<file path="src/rtl/oob_pkg.sv">
package oob_pkg;
  localparam int unsigned OOB_WORD_W = 32;
  localparam int unsigned OOB_LEN_W  = 12;
  localparam logic [7:0] OOB_CYCLE_GET = 8'h21;
  localparam logic [3:0] OOB_TAG_DFLT  = 4'h0;
  localparam logic [OOB_LEN_W-1:0] OOB_HDR_EXTRA = 12'd3;

  typedef enum logic [1:0] {
    TXS_IDLE,
    TXS_FILL,
    TXS_HDR,
    TXS_HELD
  } tx_state_e;

  typedef enum logic [1:0] {
    RXS_IDLE,
    RXS_OPEN,
    RXS_PARSE,
    RXS_EMIT
  } rx_state_e;

  // Send header: split length, tag, cycle code, size-plus-three byte.
  function automatic logic [OOB_WORD_W-1:0] build_hdr(input logic [OOB_LEN_W-1:0] len);
    logic [OOB_LEN_W-1:0] sz;
    sz = len + OOB_HDR_EXTRA;
    return {len[7:0], OOB_TAG_DFLT, len[11:8], OOB_CYCLE_GET, sz[7:0]};
  endfunction

  function automatic logic [OOB_LEN_W-1:0] parse_len(input logic [OOB_WORD_W-1:0] w);
    return {w[19:16], w[31:24]};
  endfunction
endpackage

</file>
<file path="src/rtl/oob_rst_sync.sv">
module oob_rst_sync #(
  parameter int unsigned STAGES = 2
) (
  input  logic clk,
  input  logic rst_n,
  output logic rst_n_sync
);
  logic [STAGES-1:0] chain_q;

  always_ff @(posedge clk or negedge rst_n) begin
    if (!rst_n) begin
      chain_q <= '0;
    end else begin
      chain_q <= {chain_q[STAGES-2:0], 1'b1};
    end
  end

  assign rst_n_sync = chain_q[STAGES-1];
endmodule

</file>
<file path="src/rtl/oob_word_buf.sv">
module oob_word_buf #(
  parameter int unsigned DEPTH = 17,
  parameter int unsigned WIDTH = 32,
  parameter int unsigned IDX_W = 5
) (
  input  logic             clk,
  input  logic             rst_n,
  input  logic             wr_en,
  input  logic [IDX_W-1:0] wr_idx,
  input  logic [WIDTH-1:0] wr_data,
  input  logic [IDX_W-1:0] rd_idx,
  output logic [WIDTH-1:0] rd_data
);
  logic [WIDTH-1:0] mem_q [DEPTH];

  always_ff @(posedge clk or negedge rst_n) begin
    if (!rst_n) begin
      for (int e = 0; e < DEPTH; e++) begin
        mem_q[e] <= '0;
      end
    end else begin
      for (int e = 0; e < DEPTH; e++) begin
        if (wr_en && (wr_idx == IDX_W'(e))) begin
          mem_q[e] <= wr_data;
        end
      end
    end
  end

  always_comb begin
    rd_data = '0;
    for (int e = 0; e < DEPTH; e++) begin
      if (rd_idx == IDX_W'(e)) begin
        rd_data = mem_q[e];
      end
    end
  end
endmodule

</file>
<file path="src/rtl/oob_tx_packer.sv">
module oob_tx_packer
  import oob_pkg::*;
#(
  parameter int unsigned MAX_PAYLOAD = 64,
  parameter int unsigned IDX_W       = 5
) (
  input  logic                  clk,
  input  logic                  rst_n,
  input  logic                  start,
  input  logic [OOB_LEN_W-1:0]  len,
  input  logic                  byte_valid,
  input  logic [7:0]            byte_in,
  input  logic                  consumed,
  output logic                  ready,
  output logic                  avail,
  output logic                  err,
  output logic                  hdr_phase,
  output logic                  buf_wr_en,
  output logic [IDX_W-1:0]      buf_wr_idx,
  output logic [OOB_WORD_W-1:0] buf_wr_data
);
  localparam logic [OOB_LEN_W-1:0] MAX_LEN = OOB_LEN_W'(MAX_PAYLOAD);

  tx_state_e              state_q, state_d;
  logic [OOB_LEN_W-1:0]   len_q, len_d;
  logic [OOB_LEN_W-1:0]   cnt_q, cnt_d;
  logic [OOB_WORD_W-1:0]  acc_q, acc_d;
  logic                   err_q, err_d;
  logic [1:0]             lane;
  logic [OOB_WORD_W-1:0]  merged;
  logic                   last_byte;

  assign lane      = cnt_q[1:0];
  assign merged    = acc_q | (OOB_WORD_W'(byte_in) << {lane, 3'b000});
  assign last_byte = (cnt_q == (len_q - OOB_LEN_W'(1)));

  always_comb begin
    state_d     = state_q;
    len_d       = len_q;
    cnt_d       = cnt_q;
    acc_d       = acc_q;
    err_d       = 1'b0;
    buf_wr_en   = 1'b0;
    buf_wr_idx  = '0;
    buf_wr_data = '0;
    unique case (state_q)
      TXS_IDLE: begin
        if (start) begin
          if (len > MAX_LEN) begin
            err_d = 1'b1;
          end else begin
            len_d   = len;
            cnt_d   = '0;
            acc_d   = '0;
            state_d = (len == '0) ? TXS_HDR : TXS_FILL;
          end
        end
      end
      TXS_FILL: begin
        err_d = start;
        if (byte_valid) begin
          cnt_d = cnt_q + OOB_LEN_W'(1);
          if ((lane == 2'd3) || last_byte) begin
            buf_wr_en   = 1'b1;
            buf_wr_idx  = IDX_W'(cnt_q >> 2) + IDX_W'(1);
            buf_wr_data = merged;
            acc_d       = '0;
          end else begin
            acc_d = merged;
          end
          if (last_byte) begin
            state_d = TXS_HDR;
          end
        end
      end
      TXS_HDR: begin
        err_d       = start;
        buf_wr_en   = 1'b1;
        buf_wr_idx  = '0;
        buf_wr_data = build_hdr(len_q);
        state_d     = TXS_HELD;
      end
      TXS_HELD: begin
        err_d = start;
        if (consumed) begin
          state_d = TXS_IDLE;
        end
      end
      default: state_d = TXS_IDLE;
    endcase
  end

  always_ff @(posedge clk or negedge rst_n) begin
    if (!rst_n) begin
      state_q <= TXS_IDLE;
      len_q   <= '0;
      cnt_q   <= '0;
      acc_q   <= '0;
      err_q   <= 1'b0;
    end else begin
      state_q <= state_d;
      len_q   <= len_d;
      cnt_q   <= cnt_d;
      acc_q   <= acc_d;
      err_q   <= err_d;
    end
  end

  assign ready     = (state_q == TXS_FILL);
  assign avail     = (state_q == TXS_HELD);
  assign hdr_phase = (state_q == TXS_HDR);
  assign err       = err_q;
endmodule

</file>
<file path="src/rtl/oob_rx_unpacker.sv">
module oob_rx_unpacker
  import oob_pkg::*;
#(
  parameter int unsigned MAX_PAYLOAD = 64,
  parameter int unsigned IDX_W       = 5
) (
  input  logic                  clk,
  input  logic                  rst_n,
  input  logic                  arm,
  input  logic                  block,
  input  logic                  bus_err,
  input  logic                  commit,
  input  logic [OOB_WORD_W-1:0] buf_rd_data,
  output logic [IDX_W-1:0]      buf_rd_idx,
  output logic                  free,
  output logic                  byte_valid,
  output logic [7:0]            byte_out,
  output logic                  done,
  output logic [OOB_LEN_W-1:0]  len_out,
  output logic                  err
);
  localparam logic [OOB_LEN_W-1:0] MAX_LEN = OOB_LEN_W'(MAX_PAYLOAD);

  rx_state_e             state_q, state_d;
  logic                  pend_q, pend_d;
  logic [OOB_LEN_W-1:0]  len_q, len_d;
  logic [OOB_LEN_W-1:0]  cnt_q, cnt_d;
  logic [7:0]            byte_q, byte_d;
  logic                  valid_q, valid_d;
  logic                  done_q, done_d;
  logic                  err_q, err_d;
  logic                  arm_req;
  logic [OOB_LEN_W-1:0]  hdr_len;

  assign arm_req = arm | pend_q;
  assign hdr_len = parse_len(buf_rd_data);

  always_comb begin
    state_d    = state_q;
    pend_d     = 1'b0;
    len_d      = len_q;
    cnt_d      = cnt_q;
    byte_d     = byte_q;
    valid_d    = 1'b0;
    done_d     = 1'b0;
    err_d      = 1'b0;
    buf_rd_idx = '0;
    unique case (state_q)
      RXS_IDLE: begin
        if (arm_req) begin
          if (block) begin
            pend_d = 1'b1;
          end else if (bus_err) begin
            err_d = 1'b1;
          end else begin
            state_d = RXS_OPEN;
          end
        end
      end
      RXS_OPEN: begin
        if (commit && !bus_err) begin
          state_d = RXS_PARSE;
        end
      end
      RXS_PARSE: begin
        buf_rd_idx = '0;
        if (hdr_len > MAX_LEN) begin
          err_d   = 1'b1;
          state_d = RXS_IDLE;
        end else begin
          len_d = hdr_len;
          cnt_d = '0;
          if (hdr_len == '0) begin
            done_d  = 1'b1;
            state_d = RXS_IDLE;
          end else begin
            state_d = RXS_EMIT;
          end
        end
      end
      RXS_EMIT: begin
        buf_rd_idx = IDX_W'(cnt_q >> 2) + IDX_W'(1);
        byte_d     = 8'(buf_rd_data >> {cnt_q[1:0], 3'b000});
        valid_d    = 1'b1;
        cnt_d      = cnt_q + OOB_LEN_W'(1);
        if (cnt_q == (len_q - OOB_LEN_W'(1))) begin
          done_d  = 1'b1;
          state_d = RXS_IDLE;
        end
      end
      default: state_d = RXS_IDLE;
    endcase
  end

  always_ff @(posedge clk or negedge rst_n) begin
    if (!rst_n) begin
      state_q <= RXS_IDLE;
      pend_q  <= 1'b0;
      len_q   <= '0;
      cnt_q   <= '0;
      byte_q  <= '0;
      valid_q <= 1'b0;
      done_q  <= 1'b0;
      err_q   <= 1'b0;
    end else begin
      state_q <= state_d;
      pend_q  <= pend_d;
      len_q   <= len_d;
      cnt_q   <= cnt_d;
      byte_q  <= byte_d;
      valid_q <= valid_d;
      done_q  <= done_d;
      err_q   <= err_d;
    end
  end

  assign free       = (state_q == RXS_OPEN);
  assign byte_valid = valid_q;
  assign byte_out   = byte_q;
  assign done       = done_q;
  assign len_out    = len_q;
  assign err        = err_q;
endmodule

</file>
<file path="src/rtl/oob_framer.sv">
module oob_framer
  import oob_pkg::*;
#(
  parameter int unsigned MAX_PAYLOAD = 64,
  parameter int unsigned NWORDS      = (MAX_PAYLOAD + 3) / 4 + 1,
  parameter int unsigned IDX_W       = $clog2(NWORDS)
) (
  input  logic                  clk,
  input  logic                  rst_n,
  input  logic                  tx_start,
  input  logic [OOB_LEN_W-1:0]  tx_len,
  input  logic                  tx_byte_valid,
  input  logic [7:0]            tx_byte,
  output logic                  tx_ready,
  output logic                  tx_err,
  input  logic [IDX_W-1:0]      tx_rd_idx,
  output logic [OOB_WORD_W-1:0] tx_rd_word,
  output logic                  tx_avail,
  input  logic                  tx_consumed,
  input  logic                  rx_arm,
  input  logic                  rx_bus_err,
  output logic                  rx_free,
  input  logic                  rx_wr_en,
  input  logic [IDX_W-1:0]      rx_wr_idx,
  input  logic [OOB_WORD_W-1:0] rx_wr_data,
  input  logic                  rx_commit,
  output logic                  rx_byte_valid,
  output logic [7:0]            rx_byte,
  output logic                  rx_done,
  output logic [OOB_LEN_W-1:0]  rx_len,
  output logic                  rx_err
);
  logic                  rst_n_s;
  logic                  tx_hdr_phase;
  logic                  txb_wr_en;
  logic [IDX_W-1:0]      txb_wr_idx;
  logic [OOB_WORD_W-1:0] txb_wr_data;
  logic [IDX_W-1:0]      rxb_rd_idx;
  logic [OOB_WORD_W-1:0] rxb_rd_data;
  logic                  rxb_wr_gate;

  oob_rst_sync #(.STAGES(2)) u_rst (
    .clk        (clk),
    .rst_n      (rst_n),
    .rst_n_sync (rst_n_s)
  );

  oob_tx_packer #(.MAX_PAYLOAD(MAX_PAYLOAD), .IDX_W(IDX_W)) u_tx (
    .clk         (clk),
    .rst_n       (rst_n_s),
    .start       (tx_start),
    .len         (tx_len),
    .byte_valid  (tx_byte_valid),
    .byte_in     (tx_byte),
    .consumed    (tx_consumed),
    .ready       (tx_ready),
    .avail       (tx_avail),
    .err         (tx_err),
    .hdr_phase   (tx_hdr_phase),
    .buf_wr_en   (txb_wr_en),
    .buf_wr_idx  (txb_wr_idx),
    .buf_wr_data (txb_wr_data)
  );

  oob_word_buf #(.DEPTH(NWORDS), .WIDTH(OOB_WORD_W), .IDX_W(IDX_W)) u_txbuf (
    .clk     (clk),
    .rst_n   (rst_n_s),
    .wr_en   (txb_wr_en),
    .wr_idx  (txb_wr_idx),
    .wr_data (txb_wr_data),
    .rd_idx  (tx_rd_idx),
    .rd_data (tx_rd_word)
  );

  // Link-side writes land only while the receive buffer is open.
  assign rxb_wr_gate = rx_wr_en & rx_free;

  oob_word_buf #(.DEPTH(NWORDS), .WIDTH(OOB_WORD_W), .IDX_W(IDX_W)) u_rxbuf (
    .clk     (clk),
    .rst_n   (rst_n_s),
    .wr_en   (rxb_wr_gate),
    .wr_idx  (rx_wr_idx),
    .wr_data (rx_wr_data),
    .rd_idx  (rxb_rd_idx),
    .rd_data (rxb_rd_data)
  );

  // The header-write cycle is the one before tx_avail rises, so an arm
  // request there is held back a cycle to keep the two flags apart.
  oob_rx_unpacker #(.MAX_PAYLOAD(MAX_PAYLOAD), .IDX_W(IDX_W)) u_rx (
    .clk         (clk),
    .rst_n       (rst_n_s),
    .arm         (rx_arm),
    .block       (tx_hdr_phase),
    .bus_err     (rx_bus_err),
    .commit      (rx_commit),
    .buf_rd_data (rxb_rd_data),
    .buf_rd_idx  (rxb_rd_idx),
    .free        (rx_free),
    .byte_valid  (rx_byte_valid),
    .byte_out    (rx_byte),
    .done        (rx_done),
    .len_out     (rx_len),
    .err         (rx_err)
  );
endmodule

</file>
<file path="config.mk">
export PLATFORM = sky130hd
export DESIGN_NAME = oob_framer
export DESIGN_NICKNAME = d
export VERILOG_FILES = /design/src/rtl/oob_pkg.sv /design/src/rtl/oob_rst_sync.sv /design/src/rtl/oob_word_buf.sv /design/src/rtl/oob_tx_packer.sv /design/src/rtl/oob_rx_unpacker.sv /design/src/rtl/oob_framer.sv
export SDC_FILE = /design/constraint.sdc
export NUM_CORES = 2
export LEC_CHECK = 0
export ABC_AREA = 0
export BUFFER_PORTS_ARGS = -buffer_cell sky130_fd_sc_hd__buf_4
export CAP_MARGIN = 20
export CORE_MARGIN = 5
export CORE_UTILIZATION = 51
export DETAILED_ROUTE_END_ITERATION = 16
export GPL_TIMING_DRIVEN = 0
export PLACE_DENSITY = 0.67
export SLEW_MARGIN = 40
export SYNTH_ARGS = -nofsm -noshare
export SYNTH_HDL_FRONTEND = slang
export SYNTH_SLANG_ARGS = --single-unit
</file>
<file path="constraint.sdc">
create_clock -name clk -period 46.6 [get_ports clk]
set_clock_uncertainty 0.1 [all_clocks]
set_input_delay 2.33 -clock clk [delete_from_list [all_inputs] [get_ports clk]]
set_output_delay 2.33 -clock clk [all_outputs]
set_load 0.005 [all_outputs]
</file>
==> results.sh <==
export IMPL_grt_use_total_pct=33.9
export IMPL_rsz0062_at_grt="false"
export IMPL_post_route_util_pct=58.8
export IMPL_p_per_area_nw_per_um2=46.2
export IMPL_cts_tree="done"
export IMPL_area_growth_pct=14.4
export IMPL_drive_gt1_share_pct=20.1
export IMPL_postCtsHoldBufs=0
export IMPL_reg2reg_from="u_rx.cnt_q[3]"
export IMPL_synth_edf_count=0
export IMPL_drc=0
export IMPL_maxSlewViolCount=0
export IMPL_endpoint_kind="output port"
export IMPL_grt_pass1_vias=43800
export IMPL_ys_async_sr_fraction_pct=100
export IMPL_die_area_um2=113000
export IMPL_ir_drop_mv=0.0343
export IMPL_cts_buffer_depth=3
export IMPL_syn_avg_cell_area_um2=10.6
export IMPL_vias=45000
export IMPL_setup_tns_final_ns=0
export IMPL_internal_power_w=0.00202
export IMPL_yosys_warnings=0
export IMPL_crit_type="input port to output port"
export IMPL_regToRegEndpoint="u_rx.cnt_q[11]"
export IMPL_ys_seq_area_share_pct=54.8
export IMPL_drt_iter0_drc=5815
export IMPL_fp_dieH_um=336
export IMPL_syn_num_nets=5190
export IMPL_crit_path_start_kind="input port"
export IMPL_rrSetupSlack_ns=40.55
export IMPL_slew_headroom_pct=33.2
export IMPL_comb_power_share_pct=19.0
export IMPL_hold_violations=0
export IMPL_dieWidth_um=336
export IMPL_synth_area_um2=54200
export IMPL_grt_max_degree=45
export IMPL_portBuffers=120
export IMPL_ys_ff_latch=1187
export IMPL_cts_sinks=1187
export IMPL_routed_wl_um=194000
export IMPL_antenna_found_initial=1
export IMPL_initial_core_util_pct=51.4
export IMPL_holdWs_ns=0.189
export IMPL_num_io_pins=130
export IMPL_power_share_switching_pct=29.7
export IMPL_nets=5479
export IMPL_dp_slack_ns=37.67
export IMPL_clkPwrFrac_pct=36.2
export IMPL_seq_power_share_pct=44.8
export IMPL_p_total_w=0.00287
export IMPL_ff2ff_path_depth=14
export IMPL_finalCritPeriodShare_pct=19.8
export IMPL_ant_nets=0
export IMPL_cp_arrival_ns=6.80
export IMPL_nFillCells=8979
export IMPL_htreeDepth=4
export IMPL_crit_fanout=10
export IMPL_syn_inst=5109
export IMPL_dr_pass1_iters=6
export IMPL_setup_viol=0
export IMPL_clock_latency_ns=0.74
export IMPL_fin_ws_ns=37.37
export IMPL_n_antenna_cell=0
export IMPL_wl_per_cell_um=28.2
export IMPL_cts_resized_gates=0
export IMPL_ys_types=88
export IMPL_grt_pass1_wl_um=288000
export IMPL_fmax_mhz=108
export IMPL_root_buffer="clkbuf_16"
export IMPL_synthFlopType="dfrtp_1"
export IMPL_gp_congestion=0.989
export IMPL_switching_power_w=0.000850
export IMPL_cellLeakagePower_nw=27.9
export IMPL_cts_inserted_buffers=130
export IMPL_layout_min_cycle_time_ns=9.23
export IMPL_overflow=0
export IMPL_vias_per_cell=6.54
export IMPL_status="finished clean"
export IMPL_dp_hpwl_um=141000
export IMPL_cp_required_ns=44.17
export IMPL_maxCapViolations=0
export IMPL_core_area_um2=105000
export IMPL_cts_setup_buffers=0
export IMPL_rows=119
export IMPL_path_clk_slew_ns=0.06
export IMPL_worstMarginPinSlew_ns=0.991
export IMPL_holdCritPathClass="flip-flop to async pin"
[sequential cells by signal, summed over array words and instances (netlist names)]
signal and count:
u_rx.state_q 2, u_tx.cnt_q 12, u_rx.done 1, u_rst.chain_q 2, u_tx.len_q 12, u_txbuf.mem_q 544, u_tx.acc_q 32, u_tx.state_q 2
u_rx.err 1, u_rx.cnt_q 12, u_rx.len_out 12, u_rx.byte_out 8, u_tx.err 1, u_rx.pend_q 1, u_rxbuf.mem_q 544, u_rx.byte_valid 1
[cell usage in the layout (no fill, tap or decap), types with 15 or more instances in the layout]
master     count
a211oi_1      36
nand2b_1      15
nand3_1       84
a221o_1       18
a222oi_1      65
buf_2         52
a221oi_1      38
a22oi_1       86
a2bb2oi_1     30
and3_1        27
o221ai_1      23
clkbuf_8      33
inv_1         37
clkbuf_16    135
o211ai_1      17
a31oi_1       42
clkbuf_2      18
buf_4        125
o22ai_1       94
clkinv_2      20
xor2_1        23
and2_1        15
buf_1         51
nand2_1      693
mux2_2       596
nor3_1        43
a21oi_1      205
mux2i_1       26
clkbuf_1     341
o22a_1        20
xnor2_1       26
nand4_1       19
dfrtp_1     1186
a22o_1        47
o21ai_0      650
buf_12        33
nor2_1       228
[through the flow]
| stage | cell area [um2] | cells |
|---|---|---|
| after floorplan | 54200 | 5109 |
| after global placement | 56800 | 6620 |
| after detailed placement | 57700 | 6657 |
| after CTS | 62000 | 6884 |
| after global routing | 62000 | 6884 |
| final | 62000 | 6884 |
[how the worst max path moves through the flow]
| stage | startpoint | to |
|---|---|---|
| floorplan | u_rst.chain_q[1] | u_rx.byte_out[0] |
| CTS | tx_rd_idx[1] | tx_rd_word[3] |
| global route | tx_rd_idx[1] | tx_rd_word[9] |
| finish | tx_rd_idx[1] | tx_rd_word[9] |
| global placement | u_rst.chain_q[1] | u_rxbuf.mem_q[295] |
| detailed placement | tx_rd_idx[1] | tx_rd_word[3] |
[routing by layer]
metal  track usage (%)  vias to the layer above  wire length (um)
met5                 0                        -                13
met4              18.4                        2             12600
met3              6.95                      628             18000
met2              52.4                     2527             87200
met1              45.4                    22800             76300
li1                  -                    19100                 -
[kinds of logic after synthesis]
group,count (synthesis),share of synthesized area [%]
multiplexers,630,13.1
XOR/XNOR,51,0.824
AO/OA/AOI/OAI,1501,17.5
AND/OR/NAND/NOR,1249,10.0
adder cells (fa/ha/maj),10,0.231
buffers and inverters,480,3.46
other,1,0.00692
flip-flops,1187,54.8
[critical path, cell delays in order]
cell      delay, ns
buf_4          0.12
clkbuf_1       0.50
nand2_1        0.35
nor2_1         0.47
clkbuf_1       0.62
clkbuf_1       0.61
a222oi_1       0.29
a31oi_1        0.28
a211oi_1       0.13
o21ai_0        0.83
buf_4          0.24
[power groups by stage]
stage	clock network [W]	registers (W)	logic, W
after floorplan	0	0.00128	0.000337
after global placement	0	0.00132	0.000487
final	0.00104	0.00129	0.000543
after detailed placement	0	0.00130	0.000530
after CTS	0.00104	0.00128	0.000532
after global routing	0.00109	0.00130	0.000580
[cell type report]
| class | instances | area, um2 | area share, % |
|---|---|---|---|
| clock buffer | 193 | 3930 | 6.33 |
| buffer | 440 | 1760 | 2.84 |
| multi-input combinational | 3442 | 22800 | 36.8 |
| timing repair buffer | 157 | 1590 | 2.56 |
| clock inverter | 34 | 340 | 0.549 |
| tap | 1391 | 1740 | 2.81 |
| inverter | 40 | 150 | 0.242 |
| sequential | 1187 | 29700 | 47.9 |
[cells in the mapped netlist (7+ instances only)]
cell	count	area share [%]
a2111oi_0	14	0.23
a211oi_1	38	0.53
a21oi_1	207	1.9
a221o_1	18	0.33
a221oi_1	38	0.61
a222oi_1	65	1.2
a22o_1	47	0.76
a22oi_1	86	1.2
a2bb2oi_1	34	0.55
a31oi_1	42	0.48
a32oi_1	7	0.11
and2_1	15	0.17
and3_1	27	0.31
buf_1	67	0.46
buf_2	35	0.32
clkbuf_1	328	2.3
dfrtp_1	1187	55
ha_1	10	0.23
inv_1	37	0.26
mux2_2	596	12
mux2i_1	27	0.50
nand2_1	693	4.8
nand2b_1	15	0.17
nand3_1	85	0.79
nand3_2	7	0.13
nand4_1	19	0.22
nor2_1	236	1.6
nor2b_1	13	0.15
nor3_1	52	0.48
nor3b_1	7	0.097
nor4_1	14	0.16
o2111ai_1	9	0.15
o211ai_1	17	0.24
o21ai_0	657	6.1
o221ai_1	23	0.37
o22a_1	20	0.32
o22ai_1	94	1.1
o2bb2ai_1	7	0.11
o31ai_1	11	0.15
or2_1	7	0.081
or2_2	13	0.15
or3_1	11	0.13
xnor2_1	27	0.44
xor2_1	24	0.39
Note: power is estimated with default switching activity, not from simulation.
